### config.mk
export PLATFORM = sky130hd
export DESIGN_NAME = mphy_tx_poll
export DESIGN_NICKNAME = d
export VERILOG_FILES = /design/src/rtl/mphy_pkg.sv /design/src/rtl/mphy_map_table.sv /design/src/rtl/mphy_poll_seq.sv /design/src/rtl/mphy_cell_tx.sv /design/src/rtl/mphy_tx_poll.sv
export SDC_FILE = /design/constraint.sdc
export NUM_CORES = 1
export LEC_CHECK = 0
export ABC_AREA = 1
export BUFFER_PORTS_ARGS = -buffer_cell sky130_fd_sc_hd__buf_4
export CAP_MARGIN = 20
export CORE_MARGIN = 2
export CORE_UTILIZATION = 55
export CTS_CLUSTER_SIZE = 8
export DETAILED_ROUTE_END_ITERATION = 6
export GPL_ROUTABILITY_DRIVEN = 0
export HOLD_SLACK_MARGIN = 0.08
export PLACE_DENSITY = 0.77
export SKIP_CTS_REPAIR_TIMING = 1
export SYNTH_ARGS = -nofsm -noshare
export SYNTH_HDL_FRONTEND = slang
export SYNTH_HIERARCHICAL = 1
export SYNTH_SLANG_ARGS = --single-unit
### constraint.sdc
create_clock -name clk -period 4.1 [get_ports clk]
set_input_delay 0.82 -clock clk [delete_from_list [all_inputs] [get_ports clk]]
set_output_delay 0.82 -clock clk [all_outputs]
set_load 0.05 [all_outputs]
### src/rtl/mphy_pkg.sv
package mphy_pkg;
  localparam int PHY_AW = 5;
  localparam int DATA_W = 8;
  localparam int CELL_BYTES = 53;
  localparam logic [PHY_AW-1:0] IDLE_ADDR = 5'h1F;
  typedef logic [PHY_AW-1:0] phy_addr_t;
endpackage

### src/rtl/mphy_map_table.sv
module mphy_map_table
  import mphy_pkg::*;
#(
  parameter int NPORTS = 8,
  parameter int PW = $clog2(NPORTS)
) (
  input  logic          clk,
  input  logic          rst,
  input  logic          wr_en,
  input  logic [PW-1:0] wr_idx,
  input  phy_addr_t     wr_phy,
  input  logic [PW-1:0] rd_a_idx,
  output phy_addr_t     rd_a_phy,
  input  logic [PW-1:0] rd_b_idx,
  output phy_addr_t     rd_b_phy
);
  phy_addr_t mem [NPORTS];

  // Reserved idle code never enters the table.
  always_ff @(posedge clk) begin
    if (rst) begin
      for (int i = 0; i < NPORTS; i++) mem[i] <= '0;
    end else if (wr_en && wr_phy != IDLE_ADDR) begin
      mem[wr_idx] <= wr_phy;
    end
  end

  assign rd_a_phy = mem[rd_a_idx];
  assign rd_b_phy = mem[rd_b_idx];
endmodule

### src/rtl/mphy_poll_seq.sv
module mphy_poll_seq
  import mphy_pkg::*;
#(
  parameter int NPORTS = 8,
  parameter int PW = $clog2(NPORTS)
) (
  input  logic              clk,
  input  logic              rst,
  input  logic              range_we,
  input  logic [PW-1:0]     range_val,
  input  logic              start,
  input  logic [PW-1:0]     sel_port,
  input  phy_addr_t         sel_phy,
  input  phy_addr_t         poll_phy,
  input  logic              phy_clav,
  output logic [PW-1:0]     ptr,
  output logic              addr_slot,
  output logic [NPORTS-1:0] port_ready,
  output phy_addr_t         phy_addr
);
  localparam logic [PW-1:0] MAXP = PW'(NPORTS - 1);

  logic [PW-1:0] range_q;
  logic          ph_q;
  logic          poll_act_q;

  assign addr_slot = ~ph_q;

  always_ff @(posedge clk) begin
    if (rst) begin
      range_q    <= '0;
      ptr        <= '0;
      ph_q       <= 1'b0;
      poll_act_q <= 1'b0;
      port_ready <= '0;
      phy_addr   <= IDLE_ADDR;
    end else begin
      if (range_we) range_q <= (range_val > MAXP) ? MAXP : range_val;
      ph_q <= ~ph_q;
      if (!ph_q) begin
        // Address slot: selection of a cell target wins over polling.
        if (start) begin
          phy_addr             <= sel_phy;
          poll_act_q           <= 1'b0;
          port_ready[sel_port] <= 1'b0;
        end else begin
          phy_addr   <= poll_phy;
          poll_act_q <= 1'b1;
        end
      end else begin
        // Sample slot: bus returns to idle, answer is latched.
        phy_addr   <= IDLE_ADDR;
        poll_act_q <= 1'b0;
        if (poll_act_q) begin
          port_ready[ptr] <= phy_clav;
          ptr <= (ptr >= range_q) ? '0 : ptr + PW'(1);
        end
      end
    end
  end
endmodule

### src/rtl/mphy_cell_tx.sv
module mphy_cell_tx
  import mphy_pkg::*;
#(
  parameter int DW = DATA_W,
  parameter int NB = CELL_BYTES
) (
  input  logic          clk,
  input  logic          rst,
  input  logic          start,
  input  logic          in_valid,
  input  logic [DW-1:0] in_data,
  output logic          busy,
  output logic          phy_enb_n,
  output logic          phy_soc,
  output logic [DW-1:0] phy_data
);
  localparam int CW = $clog2(NB);
  localparam logic [CW-1:0] LAST = CW'(NB - 1);

  logic [CW-1:0] cnt_q;
  logic          take;

  assign take = busy && in_valid;

  always_ff @(posedge clk) begin
    if (rst) begin
      busy      <= 1'b0;
      cnt_q     <= '0;
      phy_enb_n <= 1'b1;
      phy_soc   <= 1'b0;
      phy_data  <= '0;
    end else begin
      phy_enb_n <= ~take;
      phy_soc   <= take && (cnt_q == '0);
      if (start) begin
        busy  <= 1'b1;
        cnt_q <= '0;
      end else if (take) begin
        phy_data <= in_data;
        if (cnt_q == LAST) begin
          busy  <= 1'b0;
          cnt_q <= '0;
        end else begin
          cnt_q <= cnt_q + CW'(1);
        end
      end
    end
  end
endmodule

### src/rtl/mphy_tx_poll.sv
module mphy_tx_poll
  import mphy_pkg::*;
#(
  parameter int NPORTS = 8,
  parameter int PW = $clog2(NPORTS)
) (
  input  logic              clk,
  input  logic              rst,
  input  logic              range_we,
  input  logic [PW-1:0]     range_val,
  input  logic              map_we,
  input  logic [PW-1:0]     map_idx,
  input  logic [4:0]        map_phy,
  output logic [NPORTS-1:0] port_ready,
  input  logic              in_valid,
  input  logic              in_sop,
  input  logic [PW-1:0]     in_port,
  input  logic [7:0]        in_data,
  output logic              in_ready,
  output logic [4:0]        phy_addr,
  input  logic              phy_clav,
  output logic              phy_enb_n,
  output logic              phy_soc,
  output logic [7:0]        phy_data
);
  logic [PW-1:0] ptr;
  logic          addr_slot;
  logic          busy;
  logic          start;
  phy_addr_t     poll_phy;
  phy_addr_t     sel_phy;

  assign start    = addr_slot && !busy && in_valid && in_sop;
  assign in_ready = busy;

  mphy_map_table #(.NPORTS(NPORTS), .PW(PW)) u_table (
    .clk(clk), .rst(rst),
    .wr_en(map_we), .wr_idx(map_idx), .wr_phy(map_phy),
    .rd_a_idx(ptr), .rd_a_phy(poll_phy),
    .rd_b_idx(in_port), .rd_b_phy(sel_phy)
  );

  mphy_poll_seq #(.NPORTS(NPORTS), .PW(PW)) u_poll (
    .clk(clk), .rst(rst),
    .range_we(range_we), .range_val(range_val),
    .start(start), .sel_port(in_port), .sel_phy(sel_phy),
    .poll_phy(poll_phy), .phy_clav(phy_clav),
    .ptr(ptr), .addr_slot(addr_slot),
    .port_ready(port_ready), .phy_addr(phy_addr)
  );

  mphy_cell_tx #(.DW(DATA_W), .NB(CELL_BYTES)) u_tx (
    .clk(clk), .rst(rst),
    .start(start), .in_valid(in_valid), .in_data(in_data),
    .busy(busy), .phy_enb_n(phy_enb_n),
    .phy_soc(phy_soc), .phy_data(phy_data)
  );
endmodule

After elaboration in Yosys (flattened, before gate mapping)
Memories as Yosys holds them, arrays and structs flattened. A register that Yosys moved wholly into a read port is not among the register bits.
Cells that the tools add are included.

word-level totals
  flip-flop bits (word level) = 38
  latch bits = 0
  RAM bits = 40
  bits in read-only memories = 0
  output and inout bits = 24
  logic and storage cells = 74
  memories = 1

memories
  memory       depth  width  read ports  clocked after memory_dff  wr ports  RTL line              text
  u_table.mem  8      5      2           1                         8         mphy_map_table.sv:17  phy_addr_t mem [NPORTS];

cells by class
  add/subtract/negate cells = 2
  multiply operators = 0
  divide/modulo/power cells = 0
  $lt $le $gt $ge = 6
  equal/unequal tests = 3
  shift-type cells = 0
  mux-type cells = 26
  bitwise gates (word level) = 5
  reduce and logical (&&, ||, !) cells = 20

operators by type and width
  operator                                                            count
  2-to-1 mux 8 bit                                                    3
  2-to-1 mux 3 bit                                                    5
  2-to-1 mux 1 bit                                                    12
  2-to-1 mux 5 bit                                                    2
  AND 8 bit                                                           1
  bitwise mux 8 bit                                                   1
  logical AND 1 bit                                                   8
  less-than comparator 3 x 4 -> 1 bit (second input constant)         2
  inverter 8 bit                                                      1
  AND reduction 2 bit                                                 4
  adder 6 x 1 -> 6 bit (second input constant)                        1
  demux 1 bit (select 3 bit)                                          2
  equality test 6 bit (second input constant)                         1
  greater-or-equal comparator 3 x 1 -> 1 bit (second input constant)  2
  zero test 6 bit                                                     1
  2-to-1 mux 6 bit                                                    1
  nonzero test 2 bit                                                  3
  != test 5 bit (second input constant)                               1
  OR reduction 5 bit                                                  1
  OR reduction 2 bit                                                  2
  adder 3 x 1 -> 3 bit (second input constant)                        1
  greater-or-equal comparator 3 bit                                   1
  > comparator 3 bit (second input constant)                          1
  inverter 1 bit                                                      3
  2 further kinds                                                     2

Longest topological paths before layout
Gate-level depths: netlist (run 1).

  depth in word-level cells = 8
  mapped depth = 10
  depth with buffers taken out = 9

Cells and area by module
The synthesis (run 1) kept the hierarchy.

by module, submodules not included
  module          times used  cells each  area each (sq um)  sequential area each (sq um)
  mphy_map_table  1           354         2,531.2            1,201.2
  mphy_poll_seq   1           183         1,168.6            420.4
  mphy_cell_tx    1           97          725.7              340.3
  mphy_tx_poll    1           4           17.5               0.0

Least setup slack after synthesis (run 1)
Ideal clock, no wire load.

  path kind = input -> register
  start point = input map_we
  end point = memory u_table/mem[1][0] (netlist bit), enable pin
  arrival time = 1.453 ns
  setup slack = 2.334 ns
  stages on the path = 5
  path buffers = 1
  cells stage by stage = inv_1 > nor2_2 > buf_4 > nand3_2 > nand2_1

RTL lines
  element             RTL line              text
  start: declaration  mphy_tx_poll.sv:11    input logic map_we,
  end: declaration    mphy_map_table.sv:17

==> metrics.csv, run 1 <==
metric;value;unit
status;complete, no violations;
critical_path.startpoint;rst;
synth_nets;673;
area_delta_synth_final;13.9;%
whs_path_depth;2;
drive_above_1_share;13.2;%
finalHoldViolCount;0;
path_clk_slew;90;ps
antenna_found_initial;0;
drtIter0Drc;368;
worstPathArrival;2230;ps
dp_slack;1550;ps
post_drt_wl_per_cell;13.0;um
timing.rr.end;u_poll/phy_addr[1];
p_leak;2.52;nW
start_util;57.2;%
power.total;1.75;mW
rrSetupSlack;2040;ps
endpoint_kind;flip-flop;
core_area;7770;um^2
routed_via_density;5.22;
multi_input_area;2010;um^2
setup_tns;0;ps
timing.final.crit_share;53.2;%
grt_max_degree;27;
track_usage;25.3;%
io_buffers;52;
drt-pass1-iter-count;5;
required;4150;ps
routed_wl;10300;um
cts-buffers-inserted;9;
slew_headroom;48.0;%
r2r-start;u_poll/ptr[1];
vias;4128;
ys_ff_latch;78;
synthCells;638;
diodes;0;
synth_warnings;6;
detail-route-antenna-nets;0;
ys_seq_area_share;44.2;%
grt_setup_unrepaired;no;
nFillCells;675;
grt_pass1_vias;3938;
clock_skew;8.09;ps
clk-insertion-delay-late;360;ps
rr_worst_depth;7;
gr-total-overflow;0;
cts_tree;done;
ios;53;
cts.path.max_buffers;2;
fin_nets;719;
grt_pass1_wl;17600;um
worst_pin_slew;779;ps
seqCellArea;1960;um^2
cp_max_fo;21;
holdCritStartpoint;u_poll/range_q[1];
h-tree-depth;3;
synth.distinct_cells;27;
avgSynthCellArea;6.96;um^2
dieArea;8810;um^2
fin_crit;2180;ps
maxSlewViolCount;0;
fp-row-count;32;
fin_ws;1920;ps
remaining_drc_errors;0;
powerDensity;345;nW/um^2
worstHoldPathType;flip-flop to flip-flop;
setup_viol;0;
worstSetupPathType;input port to flip-flop;
die_x;93.9;um
holdPathEnd;u_poll/range_q[1];
cts_sinks;78;
clockRootBuffer;clkbuf_8;
max_freq;459;MHz
startpoint_type;input port;
hpwl;7520;um
die_h;93.9;um
maxCapViolCount;0;
max-vdd-ir-drop;0.000225;V
synth_area;4440;um^2
worst max path at each step:
| stage | cells past startpoint | end |
|---|---|---|
| CTS | 4 | u_table/mem[4][3] |
| global placement | 4 | u_table/mem[3][0] |
| detailed placement | 4 | u_table/mem[4][3] |
| finish | 4 | u_table/mem[4][3] |
| global route | 9 | u_poll/port_ready[0] |
| floorplan | 5 | u_table/mem[1][0] |
flip-flops by register name, indices dropped and copies added (netlist names):
name	cells
u_poll/ph_q	1
u_poll/phy_addr	5
u_poll/poll_act_q	1
u_poll/port_ready	8
u_poll/ptr	3
u_poll/range_q	3
u_table/mem	40
u_tx/busy	1
u_tx/cnt_q	6
u_tx/phy_data	8
u_tx/phy_enb_n	1
u_tx/phy_soc	1
where the power goes:
group          leakage (nW)  internal, mW  switching, mW
registers             0.693         0.860         0.0249
logic                  1.72        0.0880          0.192
clock network         0.104         0.270          0.312
total                  2.52          1.22          0.529
synth_stat cells (all sizes together):
cell / count / area, um^2
nand2: 244 / 933
inv: 91 / 342
nand3: 83 / 468
nor2: 76 / 324
edfxtp: 40 / 1200
dfxtp: 38 / 761
a21oi: 19 / 95.1
buf: 18 / 114
ha: 6 / 75.1
nand4: 6 / 37.5
o21ai: 6 / 30.0
clkinv: 4 / 16.3
nor3: 3 / 15.0
xor2: 2 / 17.5
nand3b: 1 / 7.51
or2: 1 / 6.26
logic make-up (layout without fill, tap and decap cells):
| logic type | after synthesis | count (layout) | synth area share, % |
|---|---|---|---|
| adder cells (fa/ha/maj) | 6 | 6 | 1.69 |
| AND/OR/NAND/NOR | 414 | 414 | 40.3 |
| AO/OA/AOI/OAI | 25 | 25 | 2.82 |
| flip-flops | 78 | 78 | 44.2 |
| buffers and inverters | 113 | 164 | 10.6 |
| XOR/XNOR | 2 | 2 | 0.394 |
layout by cell type (no fill, tap or decap), types with 2 or more instances in the layout:
cell      instances
nand2_1         239
inv_1            87
nand3_1          77
nor2_1           70
buf_4            53
edfxtp_1         40
dfxtp_1          38
a21oi_1          19
clkbuf_8          9
o21ai_0           6
ha_1              6
nand4_1           6
inv_2             4
nand2_2           4
nor2_2            3
clkinv_1          3
nor3_1            3
nand3_4           3
nand3_2           3
inv_6             2
xor2_1            2
nor2_4            2
layout make-up:
type	instances	share of cell area [%]
sequential	78	38.8
inverter	95	7.07
multi-input combinational	447	39.7
timing repair buffer	53	7.86
clock inverter	6	1.16
clock buffer	10	2.94
tap	102	2.52
through the flow:
step           util [%]  std cells  hold slack, ps  instance area [um^2]
2_1_floorplan         -        638             437                  4440
6_report           65.2        791             467                  5060
3_5_place_dp       62.5        775             454                  4850
4_1_cts            65.2        791             468                  5060
5_1_grt            65.2        791             499                  5060
3_3_place_gp       62.5        775             450                  4850
metal layers:
metal  share of wire [%]  vias to the layer above  routed length (um)  track usage, %
met2                  47                      168                4790            40.2
met3                 6.9                       21                 709            5.46
met4                 1.4                        0                 144            7.00
met1                  45                     1861                4650            35.1
met5                   0                        -                   0               0
li1                    -                     2078                   -               -
critical path, cell delays in order:
cell,delay (ps)
buf_4,190
nor2_2,620
nand3_1,330
nand2_1,270
Power figures use the tool's default switching activity.
==> inputs of run 2 (changes only) <==
==> constraint.sdc (replaced) <==
create_clock -name clk -period 2.3 [get_ports clk]
set_input_delay 0.46 -clock clk [delete_from_list [all_inputs] [get_ports clk]]
set_output_delay 0.46 -clock clk [all_outputs]
set_load 0.05 [all_outputs]
==> metrics.csv, run 2 (synthesis results as in run 1) <==
metric;value;unit;change
antenna_found_initial;0;;unchanged
clock_skew;11.9;ps;+3.78 ps
startpoint_type;flip-flop;;
fin_nets;724;;+0.70%
remaining_drc_errors;0;;unchanged
crit_path_end;u_poll/port_ready[4];;
fin_area;5100;um^2;+0.74%
clockRootBuffer;clkbuf_8;;
top_register;u_table/mem;;
rr_worst_depth;8;;+1
drive_above_1_share;13.8;%;+0.63 points
drt-pass1-iter-count;6;;+1
max-vdd-ir-drop;0.000363;V;+62%
top_regs;u_table/mem: 40 flops, u_poll/port_ready: 8 flops, u_tx/phy_data: 8 flops;;
layout_commonest_cell;nand2_1;;
fin_cells;796;;+0.63%
worst_pin_slew;604;ps;-174 ps
detail-route-antenna-nets;0;;unchanged
vias;4123;;-0.12%
largest_reg_flops;40;;unchanged
dp_slack;322;ps;-1230 ps
cts.path.max_buffers;2;;unchanged
max_freq;541;MHz;
clk-insertion-delay-late;370;ps;about the same
h-tree-depth;3;;unchanged
status;complete, no violations;;
timing.rr.end;u_poll/port_ready[4];;
r2r-start;u_poll/ph_q;;
grt_pass1_wl;17700;um;+0.90%
fin_ws;453;ps;-1470 ps
finalHoldViolCount;0;;unchanged
cp_max_fo;11;;-48%
io_buffers;52;;unchanged
grt_setup_unrepaired;no;;
core_area;7770;um^2;unchanged
maxSlewViolCount;0;;unchanged
die_h;93.9;um;unchanged
start_util;57.2;%;unchanged
fp-row-count;32;;unchanged
mostFrequentLayoutCells;239 x nand2_1, 87 x inv_1, 77 x nand3_1;;
setup_viol;0;;unchanged
powerDensity;613;nW/um^2;+78%
dp.cells;780;;+0.65%
cts_sinks;78;;unchanged
dieArea;8810;um^2;unchanged
rrSetupSlack;450;ps;-1590 ps
timing.final.crit_share;80.3;%;
slew_headroom;59.7;%;+12 points
die_x;93.9;um;unchanged
hpwl;7550;um;+0.34%
grt_pass1_vias;3867;;-1.8%
diodes;0;;unchanged
track_usage;25.4;%;+0.15 points
post_drt_wl_per_cell;13.2;um;+1.7%
cts-buffers-inserted;9;;unchanged
worstSetupPathType;flip-flop to flip-flop;;
place_area;4890;um^2;+0.77%
worstHoldPathType;input port to flip-flop;;
required;2560;ps;-1590 ps
maxCapViolCount;0;;unchanged
critical_path.startpoint;u_poll/ph_q;;
power.total;3.13;mW;+79%
setup_tns;0;ps;unchanged
ios;53;;unchanged
path_clk_slew;90;ps;about the same
worstPathArrival;2110;ps;-120 ps
cts_tree;done;;
grt_max_degree;27;;unchanged
p_leak;2.54;nW;+1.0%
area_delta_synth_final;14.8;%;
endpoint_kind;flip-flop;;
fin_crit;1850;ps;
drtIter0Drc;358;;-2.7%
routed_wl;10500;um;+2.4%
gr-total-overflow;0;;unchanged
routed_via_density;5.18;;-0.75%
-- run 2: cell types whose count changed in the layout (fill, tap and decap cells not counted), sizes merged --
cell	previous run	this run
buf	53	58
-- run 2: layout make-up --
cell class	count	area (um^2)
inverter	95	358
sequential	78	1960
timing repair buffer	58	435
tap	102	128
clock buffer	10	149
clock inverter	6	58.8
multi-input combinational	447	2010
fill	700	2670
-- run 2: how the worst min path moves through the flow --
stage,endpoint,from,cells past startpoint,slack [ps]
floorplan,u_poll/range_q[1],u_poll/range_q[1],2,440
global placement,u_tx/phy_data[1],u_tx/phy_data[1],2,450
detailed placement,u_poll/range_q[1],u_poll/range_q[1],2,450
CTS,u_poll/range_q[0],range_val[0],3,310
global route,u_poll/range_q[0],range_val[0],3,330
finish,u_poll/range_q[0],range_val[0],3,330
-- run 2: where the power goes --
part	internal, mW	switching (mW)
combinational	0.161	0.350
sequential	1.53	0.0382
clock	0.482	0.565
-- run 2: routing by layer --
metal | vias to the layer above | track usage (%) | part of all wire [%]
li1 | 2087 | - | -
met1 | 1875 | 35.6 | 46
met2 | 148 | 39.8 | 46
met3 | 13 | 4.98 | 6.5
met4 | 0 | 8.45 | 1.5
met5 | - | 0 | 0
-- run 2: critical path, cell delays in order, from the launching register on --
cell and delay (ps):
dfxtp_1 330, inv_2 110, nand2_1 80, nor2_2 410, nand2_1 370, nand2_1 200, nand2_1 80, nor2_1 110
nor2_1 60
-- run 2: per-stage QoR --
step	utilization [%]	hold WS, ps
final	65.7	327
after global routing	65.7	328
after CTS	65.7	312
after detailed placement	63.0	454
after global placement	63.0	450
after floorplan	-	437
==> inputs of run 3 (changes only) <==
--- a/config.mk
+++ b/config.mk
@@ -5,7 +5,7 @@
 export SDC_FILE = /design/constraint.sdc
 export NUM_CORES = 1
 export LEC_CHECK = 0
-export ABC_AREA = 1
+export ABC_AREA = 0
 export BUFFER_PORTS_ARGS = -buffer_cell sky130_fd_sc_hd__buf_4
 export CAP_MARGIN = 20
 export CORE_MARGIN = 2
==> constraint.sdc (replaced) <==
create_clock -name clk -period 1.7 [get_ports clk]
set_input_delay 0.34 -clock clk [delete_from_list [all_inputs] [get_ports clk]]
set_output_delay 0.34 -clock clk [all_outputs]
set_load 0.05 [all_outputs]
==> metrics.csv, run 3 <==
metric;value;unit;change
gr-total-overflow;0;;unchanged
cp_slowest_cell;mux4_1;;
clk-insertion-delay-late;350;ps;-20 ps
synth-compound-area-share;12.0;%;+9.2 points
seqCellArea;1970;um^2;+0.26%
crit_chain;clkbuf_16 > mux4_1 > mux2_2 > mux2i_1 > nand2_1;;
p_int;3.10;mW;+42%
timing.final.crit_share;98.7;%;+18 points
worst_pin_slew;451;ps;-154 ps
clockRootBuffer;clkbuf_8;;
powerDensity;859;nW/um^2;+40%
endpoint_kind;flip-flop;;
synth_nets;387;;-42%
worstSetupPathType;flip-flop to flip-flop;;
fp-row-count;31;;-3.1%
top_regs;u_table/mem: 40 flops, u_poll/port_ready: 8 flops, u_tx/phy_data: 8 flops;;
max_freq;596;MHz;+10%
cts.path.max_buffers;2;;unchanged
ys_seq_area_share;48.1;%;+3.9 points
setup_viol;0;;unchanged
synth_edf_count;40;;unchanged
worstHoldPathType;input port to flip-flop;;
mostFrequentLayoutCells;62 x buf_4, 58 x nor2_1, 40 x edfxtp_1;;
track_usage;23.7;%;-1.8 points
fin_hold_ws;223;ps;-104 ps
postLayoutCoreUtil;67.0;%;+1.4 points
p_clk_share;35.8;%;+2.3 points
dieArea;8130;um^2;-7.8%
maxCapViolCount;0;;unchanged
synthMuxAreaShare;19.8;%;+20 points
fin_ws;22.9;ps;-430 ps
drtIter0Drc;307;;-14%
h-tree-depth;3;;unchanged
pwr-share-comb;12.9;%;-3.4 points
path_clk_slew;80;ps;about the same
max-vdd-ir-drop;0.000422;V;+16%
whs_path_depth;3;;unchanged
detail-route-antenna-nets;0;;unchanged
required;1920;ps;-640 ps
power.total;4.16;mW;+33%
fin_nets;448;;-38%
grt_pass1_vias;3006;;-22%
maxSlewViolCount;0;;unchanged
synth_top_family_by_area;multiplexers;;
synth_area;4080;um^2;-8.1%
yosys-top-cells-count;58 x nor2_1, 40 x edfxtp_1, 38 x dfxtp_1;;
slowest_delay;540;ps;+130 ps
synth.distinct_cells;55;;+100%
die_h;90.1;um;-4.0%
slew_headroom;69.9;%;+10 points
ios;53;;unchanged
finalHoldViolCount;0;;unchanged
core_area;7210;um^2;-7.1%
io_buffers;52;;unchanged
fin_crit;1680;ps;-170 ps
ys_top_cells_by_area;edfxtp_1 29%, dfxtp_1 19%, mux4_1 13%, nor2_1 5.3%, mux2i_1 4.2%;;
start_util;56.6;%;-0.63 points
grt_pass1_wl;15100;um;-15%
cts_sinks;78;;unchanged
synthCells;352;;-45%
holdPathEnd;u_tx/phy_data[1];;
clock_skew;11.0;ps;-0.833 ps
timing.rr.end;u_poll/phy_addr[4];;
rrSetupSlack;20;ps;-430 ps
p_leak;1.86;nW;-27%
sequentialPowerShare;51.3;%;+1.1 points
remaining_drc_errors;0;;unchanged
post_drt_wl_per_cell;17.8;um;+35%
vias;3084;;-25%
multi_input_area;1950;um^2;-2.9%
synth_warnings;6;;unchanged
largest_reg_flops;40;;unchanged
startpoint_type;flip-flop;;
drt-pass1-iter-count;5;;-1
yosys.area.top_type;edfxtp_1;;
p_switching;1.06;mW;+11%
yosys.area_share.xor_xnor;0;%;-0.39 points
holdCritStartpoint;in_data[1];;
rr_worst_depth;5;;-3
status;complete, no violations;;
layout_commonest_cell;buf_4;;
antenna_found_initial;0;;unchanged
ys_ff_latch;78;;unchanged
area_delta_synth_final;18.5;%;
die_x;90.1;um;-4.0%
power.share.switching;25.5;%;-5.0 points
synthAdderAreaFrac;1.84;%;+0.15 points
synth.most_common_cell;nor2_1;;
grt_max_degree;35;;+30%
grt_setup_unrepaired;yes;;
worstPathArrival;1900;ps;-210 ps
place_area;4630;um^2;-5.4%
yosysTopAreaCellShare;29.4;%;+2.4 points
top_register;u_table/mem;;
r2r-start;u_poll/ptr[0];;
cp_max_fo;5;;-6
cts_tree;done;;
yosys.area_share.simple;15.0;%;-25 points
fin_area;4840;um^2;-5.2%
routed_wl;9220;um;-12%
diodes;0;;unchanged
synth_ff_type;edfxtp_1;;
drive_above_1_share;27.8;%;+14 points
hpwl;6740;um;-11%
routed_via_density;5.97;;+15%
nFillCells;569;;-19%
cts-buffers-inserted;9;;unchanged
avgSynthCellArea;11.6;um^2;+66%
synth-async-reset-ratio;0;%;unchanged
dp_slack;-55.0;ps;-377 ps
critical_path.startpoint;u_poll/ptr[0];;
## run 3: cell families after synthesis
family                   Yosys count
adder cells (fa/ha/maj)            6
AO/OA/AOI/OAI                     66
multiplexers                      47
flip-flops                        78
AND/OR/NAND/NOR                  127
buffers and inverters             28
## run 3: metal layers
layer	track usage (%)	up-vias	share of wire, %
met4	7.31	0	1.4
li1	-	1468	-
met1	30.7	1475	44
met5	0	-	0
met2	40.7	124	49
met3	4.02	17	5.7
## run 3: worst max-delay path, delay by kind of cell (launching register included)
family                 cells  cell delay (ps)
buffers and inverters      1              150
DFF                        1              390
muxes                      3              950
and+or+nand+nor            1               60
## run 3: how the worst max path moves through the flow
stage	endpoint	slack, ps	cells after the start
floorplan	u_poll/port_ready[1]	20	7
global route	u_poll/phy_addr[4]	-20	5
finish	u_poll/phy_addr[4]	20	5
global placement	u_poll/phy_addr[3]	9	5
detailed placement	u_poll/phy_addr[2]	-60	5
CTS	u_poll/phy_addr[1]	-30	5
## run 3: power groups by stage
stage / Clock [mW] / Combinational [mW] / Sequential, mW
4_1_cts: 1.50 / 0.531 / 2.13
5_1_grt: 1.60 / 0.581 / 2.14
2_1_floorplan: 0 / 0.285 / 2.20
3_3_place_gp: 0 / 0.514 / 2.16
6_report: 1.49 / 0.537 / 2.13
3_5_place_dp: 0 / 0.529 / 2.17
## run 3: final cells by class
cell class / count / area share (%)
timing repair buffer: 65 / 11.0
tap: 99 / 2.56
clock buffer: 11 / 3.16
multi-input combinational: 246 / 40.3
inverter: 13 / 1.01
sequential: 78 / 40.7
clock inverter: 5 / 1.29
## run 3: metrics by stage
| step | setup TNS (ps) | cells |
|---|---|---|
| after floorplan | 0 | 352 |
| after global placement | 0 | 500 |
| after detailed placement | -182 | 500 |
| after CTS | -38.6 | 516 |
| after global routing | -35.2 | 517 |
| final | 0 | 517 |
